### src/rtl/spi_cmd_pkg.sv
package spi_cmd_pkg;
  localparam int BYTE_W       = 8;
  localparam int TX_MAX_BYTES = 5;
  localparam int RX_MAX_BYTES = 3;
  localparam int FRAME_W      = TX_MAX_BYTES * BYTE_W;
  localparam int BITCNT_W     = $clog2((TX_MAX_BYTES + RX_MAX_BYTES) * BYTE_W + 1);

  localparam logic [2:0] START_KEY = 3'b010;

  typedef enum logic [1:0] {ST_IDLE, ST_SHIFT, ST_TAIL} xfer_state_t;

  function automatic logic [2:0] tx_byte_count(input logic [1:0] code);
    case (code)
      2'd0:    return 3'd1;
      2'd1:    return 3'd2;
      2'd2:    return 3'd4;
      default: return 3'd5;
    endcase
  endfunction
endpackage

### src/rtl/spi_cmd_regs.sv
module spi_cmd_regs
  import spi_cmd_pkg::*;
(
  input  logic                 clk,
  input  logic                 rst,
  input  logic [2:0]           bus_addr,
  input  logic                 bus_wr,
  input  logic [BYTE_W-1:0]    bus_wdata,
  output logic [BYTE_W-1:0]    bus_rdata,
  input  logic                 busy,
  input  logic [RX_MAX_BYTES*BYTE_W-1:0] rx_flat,
  output logic [BYTE_W-1:0]    opcode_q,
  output logic [BYTE_W-1:0]    addr_hi_q,
  output logic [BYTE_W-1:0]    addr_mid_q,
  output logic [BYTE_W-1:0]    addr_lo_q,
  output logic [BYTE_W-1:0]    data_q,
  output logic [4:0]           cfg_q,
  output logic                 start
);
  logic ctrl_wr;

  assign ctrl_wr = bus_wr && (bus_addr == 3'd0);
  assign start   = ctrl_wr && !busy && (bus_wdata[7:5] == START_KEY);

  always_ff @(posedge clk) begin
    if (rst) begin
      opcode_q   <= '0;
      addr_hi_q  <= '0;
      addr_mid_q <= '0;
      addr_lo_q  <= '0;
      data_q     <= '0;
      cfg_q      <= '0;
    end else begin
      if (start) cfg_q <= bus_wdata[4:0];
      if (bus_wr) begin
        case (bus_addr)
          3'd1: opcode_q   <= bus_wdata;
          3'd2: addr_lo_q  <= bus_wdata;
          3'd3: addr_mid_q <= bus_wdata;
          3'd4: addr_hi_q  <= bus_wdata;
          3'd7: data_q     <= bus_wdata;
          default: ;
        endcase
      end
    end
  end

  always_ff @(posedge clk) begin
    if (rst) bus_rdata <= '0;
    else begin
      case (bus_addr)
        3'd0: bus_rdata <= {busy, 2'b00, cfg_q};
        3'd1: bus_rdata <= opcode_q;
        3'd2: bus_rdata <= addr_lo_q;
        3'd3: bus_rdata <= addr_mid_q;
        3'd4: bus_rdata <= addr_hi_q;
        3'd5: bus_rdata <= rx_flat[BYTE_W-1:0];
        3'd6: bus_rdata <= rx_flat[2*BYTE_W-1:BYTE_W];
        default: bus_rdata <= rx_flat[3*BYTE_W-1:2*BYTE_W];
      endcase
    end
  end
endmodule

### src/rtl/spi_half_tick.sv
module spi_half_tick #(
  parameter int FAST_HALF = 2,
  parameter int SLOW_HALF = 4
) (
  input  logic clk,
  input  logic rst,
  input  logic run,
  input  logic fast,
  output logic tick
);
  localparam int CW = $clog2(SLOW_HALF + 1);
  localparam logic [CW-1:0] FAST_LAST = CW'(FAST_HALF - 1);
  localparam logic [CW-1:0] SLOW_LAST = CW'(SLOW_HALF - 1);

  logic [CW-1:0] cnt_q;
  logic [CW-1:0] last;

  assign last = fast ? FAST_LAST : SLOW_LAST;
  assign tick = run && (cnt_q == last);

  always_ff @(posedge clk) begin
    if (rst || !run)  cnt_q <= '0;
    else if (tick)    cnt_q <= '0;
    else              cnt_q <= cnt_q + 1'b1;
  end
endmodule

### src/rtl/spi_cmd_shifter.sv
module spi_cmd_shifter
  import spi_cmd_pkg::*;
(
  input  logic              clk,
  input  logic              rst,
  input  logic              start,
  input  logic [4:0]        start_cfg,
  input  logic [BYTE_W-1:0] opcode,
  input  logic [BYTE_W-1:0] addr_hi,
  input  logic [BYTE_W-1:0] addr_mid,
  input  logic [BYTE_W-1:0] addr_lo,
  input  logic [BYTE_W-1:0] data_byte,
  input  logic              tick,
  input  logic              spi_miso,
  output logic              busy,
  output logic              fast_q,
  output logic              spi_sck,
  output logic              spi_cs_n,
  output logic              spi_mosi,
  output logic [RX_MAX_BYTES*BYTE_W-1:0] rx_flat
);
  xfer_state_t          state_q;
  logic [FRAME_W-1:0]   sreg_q;
  logic [FRAME_W-1:0]   load_frame;
  logic [BITCNT_W-1:0]  bit_cnt_q, tx_bits_q, tot_bits_q;
  logic [BITCNT_W-1:0]  tx_bits_n, tot_bits_n, rx_pos;
  logic                 tail_q;
  logic [BYTE_W-1:0]    rx_q [RX_MAX_BYTES];

  always_comb begin
    case (start_cfg[1:0])
      2'd0:    load_frame = {opcode, 32'd0};
      2'd1:    load_frame = {opcode, data_byte, 24'd0};
      2'd2:    load_frame = {opcode, addr_hi, addr_mid, addr_lo, 8'd0};
      default: load_frame = {opcode, addr_hi, addr_mid, addr_lo, data_byte};
    endcase
    tx_bits_n  = BITCNT_W'({tx_byte_count(start_cfg[1:0]), 3'b000});
    tot_bits_n = tx_bits_n + BITCNT_W'({start_cfg[3:2], 3'b000});
    rx_pos     = (bit_cnt_q - tx_bits_q) >> 3;
  end

  assign busy = (state_q != ST_IDLE);

  for (genvar g = 0; g < RX_MAX_BYTES; g++) begin : g_rx_out
    assign rx_flat[g*BYTE_W +: BYTE_W] = rx_q[g];
  end

  always_ff @(posedge clk) begin
    if (rst) begin
      state_q    <= ST_IDLE;
      sreg_q     <= '0;
      bit_cnt_q  <= '0;
      tx_bits_q  <= '0;
      tot_bits_q <= '0;
      tail_q     <= 1'b0;
      fast_q     <= 1'b0;
      spi_sck    <= 1'b0;
      spi_cs_n   <= 1'b1;
      spi_mosi   <= 1'b0;
      for (int k = 0; k < RX_MAX_BYTES; k++) rx_q[k] <= '0;
    end else begin
      case (state_q)
        ST_IDLE: if (start) begin
          state_q    <= ST_SHIFT;
          sreg_q     <= load_frame;
          bit_cnt_q  <= '0;
          tx_bits_q  <= tx_bits_n;
          tot_bits_q <= tot_bits_n;
          fast_q     <= start_cfg[4];
          spi_cs_n   <= 1'b0;
          spi_mosi   <= load_frame[FRAME_W-1];
          for (int k = 0; k < RX_MAX_BYTES; k++) rx_q[k] <= '0;
        end
        ST_SHIFT: if (tick) begin
          if (!spi_sck) begin
            spi_sck <= 1'b1;
            if (bit_cnt_q >= tx_bits_q) begin
              for (int k = 0; k < RX_MAX_BYTES; k++)
                if (rx_pos == BITCNT_W'(k)) rx_q[k] <= {rx_q[k][BYTE_W-2:0], spi_miso};
            end
          end else begin
            spi_sck <= 1'b0;
            if (bit_cnt_q == tot_bits_q - 1'b1) begin
              state_q  <= ST_TAIL;
              tail_q   <= 1'b0;
              spi_mosi <= 1'b0;
            end else begin
              bit_cnt_q <= bit_cnt_q + 1'b1;
              sreg_q    <= sreg_q << 1;
              spi_mosi  <= (bit_cnt_q + 1'b1 < tx_bits_q) ? sreg_q[FRAME_W-2] : 1'b0;
            end
          end
        end
        default: if (tick) begin
          if (tail_q) begin
            spi_cs_n <= 1'b1;
            state_q  <= ST_IDLE;
          end else begin
            tail_q <= 1'b1;
          end
        end
      endcase
    end
  end
endmodule

### src/rtl/spi_cmd_engine.sv
module spi_cmd_engine
  import spi_cmd_pkg::*;
#(
  parameter int FAST_HALF = 2,
  parameter int SLOW_HALF = 4
) (
  input  logic       clk,
  input  logic       rst,
  input  logic [2:0] bus_addr,
  input  logic       bus_wr,
  input  logic [7:0] bus_wdata,
  output logic [7:0] bus_rdata,
  output logic       spi_sck,
  output logic       spi_cs_n,
  output logic       spi_mosi,
  input  logic       spi_miso
);
  logic [BYTE_W-1:0] opcode_q, addr_hi_q, addr_mid_q, addr_lo_q, data_q;
  logic [4:0]        cfg_q;
  logic              start, busy, fast_q, tick;
  logic [RX_MAX_BYTES*BYTE_W-1:0] rx_flat;

  spi_cmd_regs regs_i (
    .clk(clk), .rst(rst), .bus_addr(bus_addr), .bus_wr(bus_wr),
    .bus_wdata(bus_wdata), .bus_rdata(bus_rdata), .busy(busy),
    .rx_flat(rx_flat), .opcode_q(opcode_q), .addr_hi_q(addr_hi_q),
    .addr_mid_q(addr_mid_q), .addr_lo_q(addr_lo_q), .data_q(data_q),
    .cfg_q(cfg_q), .start(start)
  );

  spi_half_tick #(.FAST_HALF(FAST_HALF), .SLOW_HALF(SLOW_HALF)) tick_i (
    .clk(clk), .rst(rst), .run(busy), .fast(fast_q), .tick(tick)
  );

  spi_cmd_shifter shift_i (
    .clk(clk), .rst(rst), .start(start), .start_cfg(bus_wdata[4:0]),
    .opcode(opcode_q), .addr_hi(addr_hi_q), .addr_mid(addr_mid_q),
    .addr_lo(addr_lo_q), .data_byte(data_q), .tick(tick),
    .spi_miso(spi_miso), .busy(busy), .fast_q(fast_q), .spi_sck(spi_sck),
    .spi_cs_n(spi_cs_n), .spi_mosi(spi_mosi), .rx_flat(rx_flat)
  );
endmodule

### config.mk
export PLATFORM = sky130hd
export DESIGN_NAME = spi_cmd_engine
export DESIGN_NICKNAME = d
export VERILOG_FILES = /design/src/rtl/spi_cmd_pkg.sv /design/src/rtl/spi_cmd_regs.sv /design/src/rtl/spi_half_tick.sv /design/src/rtl/spi_cmd_shifter.sv /design/src/rtl/spi_cmd_engine.sv
export SDC_FILE = /design/constraint.sdc
export NUM_CORES = 1
export LEC_CHECK = 0
export ABC_AREA = 1
export BUFFER_PORTS_ARGS = -buffer_cell sky130_fd_sc_hd__buf_2
export CORE_ASPECT_RATIO = 1.5
export CORE_UTILIZATION = 40
export DETAILED_ROUTE_END_ITERATION = 8
export HOLD_SLACK_MARGIN = 0.1
export PLACE_DENSITY = 0.61
export SLEW_MARGIN = 0
export SYNTH_ARGS = -nofsm -noshare
export SYNTH_HDL_FRONTEND = slang
export SYNTH_SLANG_ARGS = --single-unit
### constraint.sdc
create_clock -name clk -period 5.9 [get_ports clk]
set_input_delay 0.59 -clock clk [delete_from_list [all_inputs] [get_ports clk]]
set_output_delay 0.59 -clock clk [all_outputs]
set_load 0.05 [all_outputs]
==> summary.txt <==
Timing
  • RSZ-0062 raised after global routing: false
  • Setup violations, final: 0
  • Minimum clock period: ~3300 ps
  • Final period util: 0.5570
  • Setup Skew: 11.09 ps
  • Setup TNS: 0 ps
  • Final count of pins violating max slew: 0
  • Fmax: roughly 300 MHz
  • Final Hold Violating Endpoints: 0
  • Final WS setup: approximately 2600 ps
  • Worst rel slew slack: 0.2370
  • Tightest Pin Transition: between 1000 and 1500 ps

Layout
  • Fin nets: between 900 and 1000
  • Fill cell count: ~1700
  • Register Area: around 0.0030 mm²
  • ANT cells: 0
  • Final core occ: 0.4550
  • Share of cells above drive strength 1: 0.07822
  • Area Growth Syn to Fin: 11.79%
  • Multi-input logic area: between 0.003 and 0.004 mm²

Setup path
  • Critical Path RT: approximately 6000 ps
  • Worst Path Arrival: roughly 3300 ps
  • Critical path class: register to register
  • CP Max Fanout: 24
  • CP Capture Type: register
  • Critical path's largest stage delay: ~900 ps
  • Worst Path Buf+Inv: 2
  • Critical path's slowest cell: o21ai_0
  • Crit-path cells: inv_1 > ha_1 > fa_1 > nor2_1 > nor3_1 > o21ai_0 > nand2_1 > nor2_1 > nand2_1 > buf_4 > o21ai_0
  • Critical Path Source Type: register
  • CP top delay family: compound AO/OA/AOI/OAI gates

Synth
  • Cell count after synthesis: 930
  • Mean Syn Cell Area: between 7 and 8 µm²
  • Synth Register Bits: between 100 and 150
  • Ys flop type: dfxtp_1
  • Most frequent cell after synthesis: nand2_1
  • Syn Nets: around 960
  • Most common library cells after synthesis: nand2_1, nor2_1, dfxtp_1
  • Async set-reset flop share out of synthesis: 0
  • Synth area leaders: dfxtp_1, edfxtp_1, nand2_1, o21ai_0, nor2_1
  • Seq/Total Area, Yosys: 0.4479
  • Number of synthesized flops with an enable pin: 24
  • Synthesis Warnings: 0
  • Post-Syn Area: between 0.006 and 0.007 mm²
  • Yosys cell types: 39
  • Synth area leader: dfxtp_1
  • Post-synth top area share: 0.3418

Detailed routing
  • Via count: about 6000
  • Vias/cell: between 5 and 6
  • Post-route antenna net violation count: 0
  • Initial DRC Count: about 440
  • Drc violations: 0
  • Routed WL: between 15000 and 20000 µm
  • Drt first pass iters: 5
  • WL/cell: 15.90 µm

Floorplanning
  • I/O Pins: 26
  • Die Footprint: 0.01752 mm²
  • Core Area: between 0.015 and 0.02 mm²
  • Initial Utilization: 0.4070
  • Row count: between 50 and 60
  • Die Span X: approximately 110 µm
  • Die Span Y: between 150 and 200 µm

Clock tree
  • Max clock buf depth: 2
  • Reg clk slew, reported paths: roughly 60 ps
  • Clk_lat worst skew: 410 ps
  • Post-CTS setup repair buffer count: 0
  • Clock H-tree levels: 4
  • Root Buffer: clkbuf_16
  • Hold buffer count at CTS: 0
  • Clk sinks: 140
  • CTS Buf Count: 17
  • CTS tree: yes
  • Post-cts sizing count: 0

Power and ir drop
  • Pleak: 3.258 nW
  • Pwr Density: about 350 mW/mm²
  • Worst vdd ir: 0.2247 mV

Placed design
  • Pre-CTS setup slack: ~2600 ps
  • Detailed Place HPWL: between 10000 and 15000 µm
  • IO Port Bufs: 25
  • Routability Congestion: between 0.9 and 1

Global route
  • First-pass GRT wire length: 29280 µm
  • Initial antenna violation count: 0
  • Total gr overflow: 0
  • Gr usage total: 0.2191
  • Vias in the first global route: 5583
  • Largest net degree at the start of global routing: around 100

Worst hold path
  • Hold WC Path Type: register to register

Flow run
  • # Max-Cap Violations: 0

Outcome
  • Run status: finished, final reports clean
[cell type report]
cell class / count / area share
Multi-Input combinational cell: 627 / 0.4096
Sequential cell: 140 / 0.4007
Clock buffer: 20 / 0.06161
Inverter: 118 / 0.05865
Tap cell: 210 / 0.03460
Timing Repair Buffer: 29 / 0.02043
Clock inverter: 12 / 0.01450
[state kept, by name (all words and copies together) (netlist names), 4 cells and up]
register / count
shift_i.rx_q: 24
regs_i.data_q: 8
shift_i.tot_bits_q: 4
shift_i.bit_cnt_q: 7
regs_i.bus_rdata: 8
regs_i.cfg_q: 5
regs_i.addr_lo_q: 8
regs_i.addr_hi_q: 8
regs_i.addr_mid_q: 8
shift_i.sreg_q: 39
regs_i.opcode_q: 8
[per-layer routing]
metal | track usage | share of wire | vias to the layer above
met5 | 0 | 0 | -
met4 | 0.1192 | 0.052 | 0
met3 | 0.03592 | 0.040 | 51
met2 | 0.3628 | 0.48 | 164
met1 | 0.2678 | 0.43 | 2719
li1 | - | - | 3052
[layout by cell type (no fill, tap or decap), types with 3 or more instances in the layout]
cell       instances
o22ai_1           15
xor2_1             3
nand3_1           69
a31oi_1            5
ha_1              15
o21ai_0          108
clkinv_2           3
o211ai_1           3
buf_4              4
dfxtp_1          116
a21oi_1           70
mux2i_1            7
buf_2             25
inv_6              3
nand2_1          146
nor2_1           140
a21boi_0          11
a221oi_1           3
edfxtp_1          24
inv_1            113
clkbuf_16         18
nand3b_1           3
nor3_1             6
nand4_1            3
[metrics by stage]
stage / instance area [µm²] / power, mW / instances / hold slack (ps)
floorplan: 6794 / 1.492 / 930 / 417.6
global placement: 7017 / 1.599 / 1124 / 438.1
detailed placement: 7017 / 1.601 / 1124 / 449.8
CTS: 7595 / 2.646 / 1156 / 457.7
global route: 7595 / 2.773 / 1156 / 483.8
finish: 7595 / 2.630 / 1156 / 453.4
[power breakdown]
part	total, mW	internal, mW	leakage [nW]	switching, mW
Combinational	0.501	0.150	1.78	0.351
Sequential	1.08	1.05	1.19	0.0375
Clock	1.05	0.620	0.283	0.427
Total	2.63	1.82	3.26	0.815
[path summary, 6_finish.rpt]
| check | start | end | slack, ps | depth (start not counted) |
|---|---|---|---|---|
| max | shift_i.bit_cnt_q[3]$_SDFFE_PP0P_ | shift_i.rx_q[0][7]$_SDFFCE_PN0P_ | 2610 | 11 |
| min | tick_i.cnt_q[0]$_SDFF_PP0_ | tick_i.cnt_q[0]$_SDFF_PP0_ | 450 | 1 |
| max reg2reg | shift_i.bit_cnt_q[3]$_SDFFE_PP0P_ | shift_i.rx_q[0][7]$_SDFFCE_PN0P_ | 2610 | 11 |
| min reg2reg | tick_i.cnt_q[0]$_SDFF_PP0_ | tick_i.cnt_q[0]$_SDFF_PP0_ | 450 | 1 |
[cell families after synthesis]
kind of cell             synth area share
AO/OA/AOI/OAI                      0.1759
buffers and inverters             0.09466
adder cells (fa/ha/maj)           0.03352
flip-flops                         0.4479
AND/OR/NAND/NOR                    0.2313
multiplexers                      0.01031
XOR/XNOR                         0.006447
(Power assumes the default switching activity.)
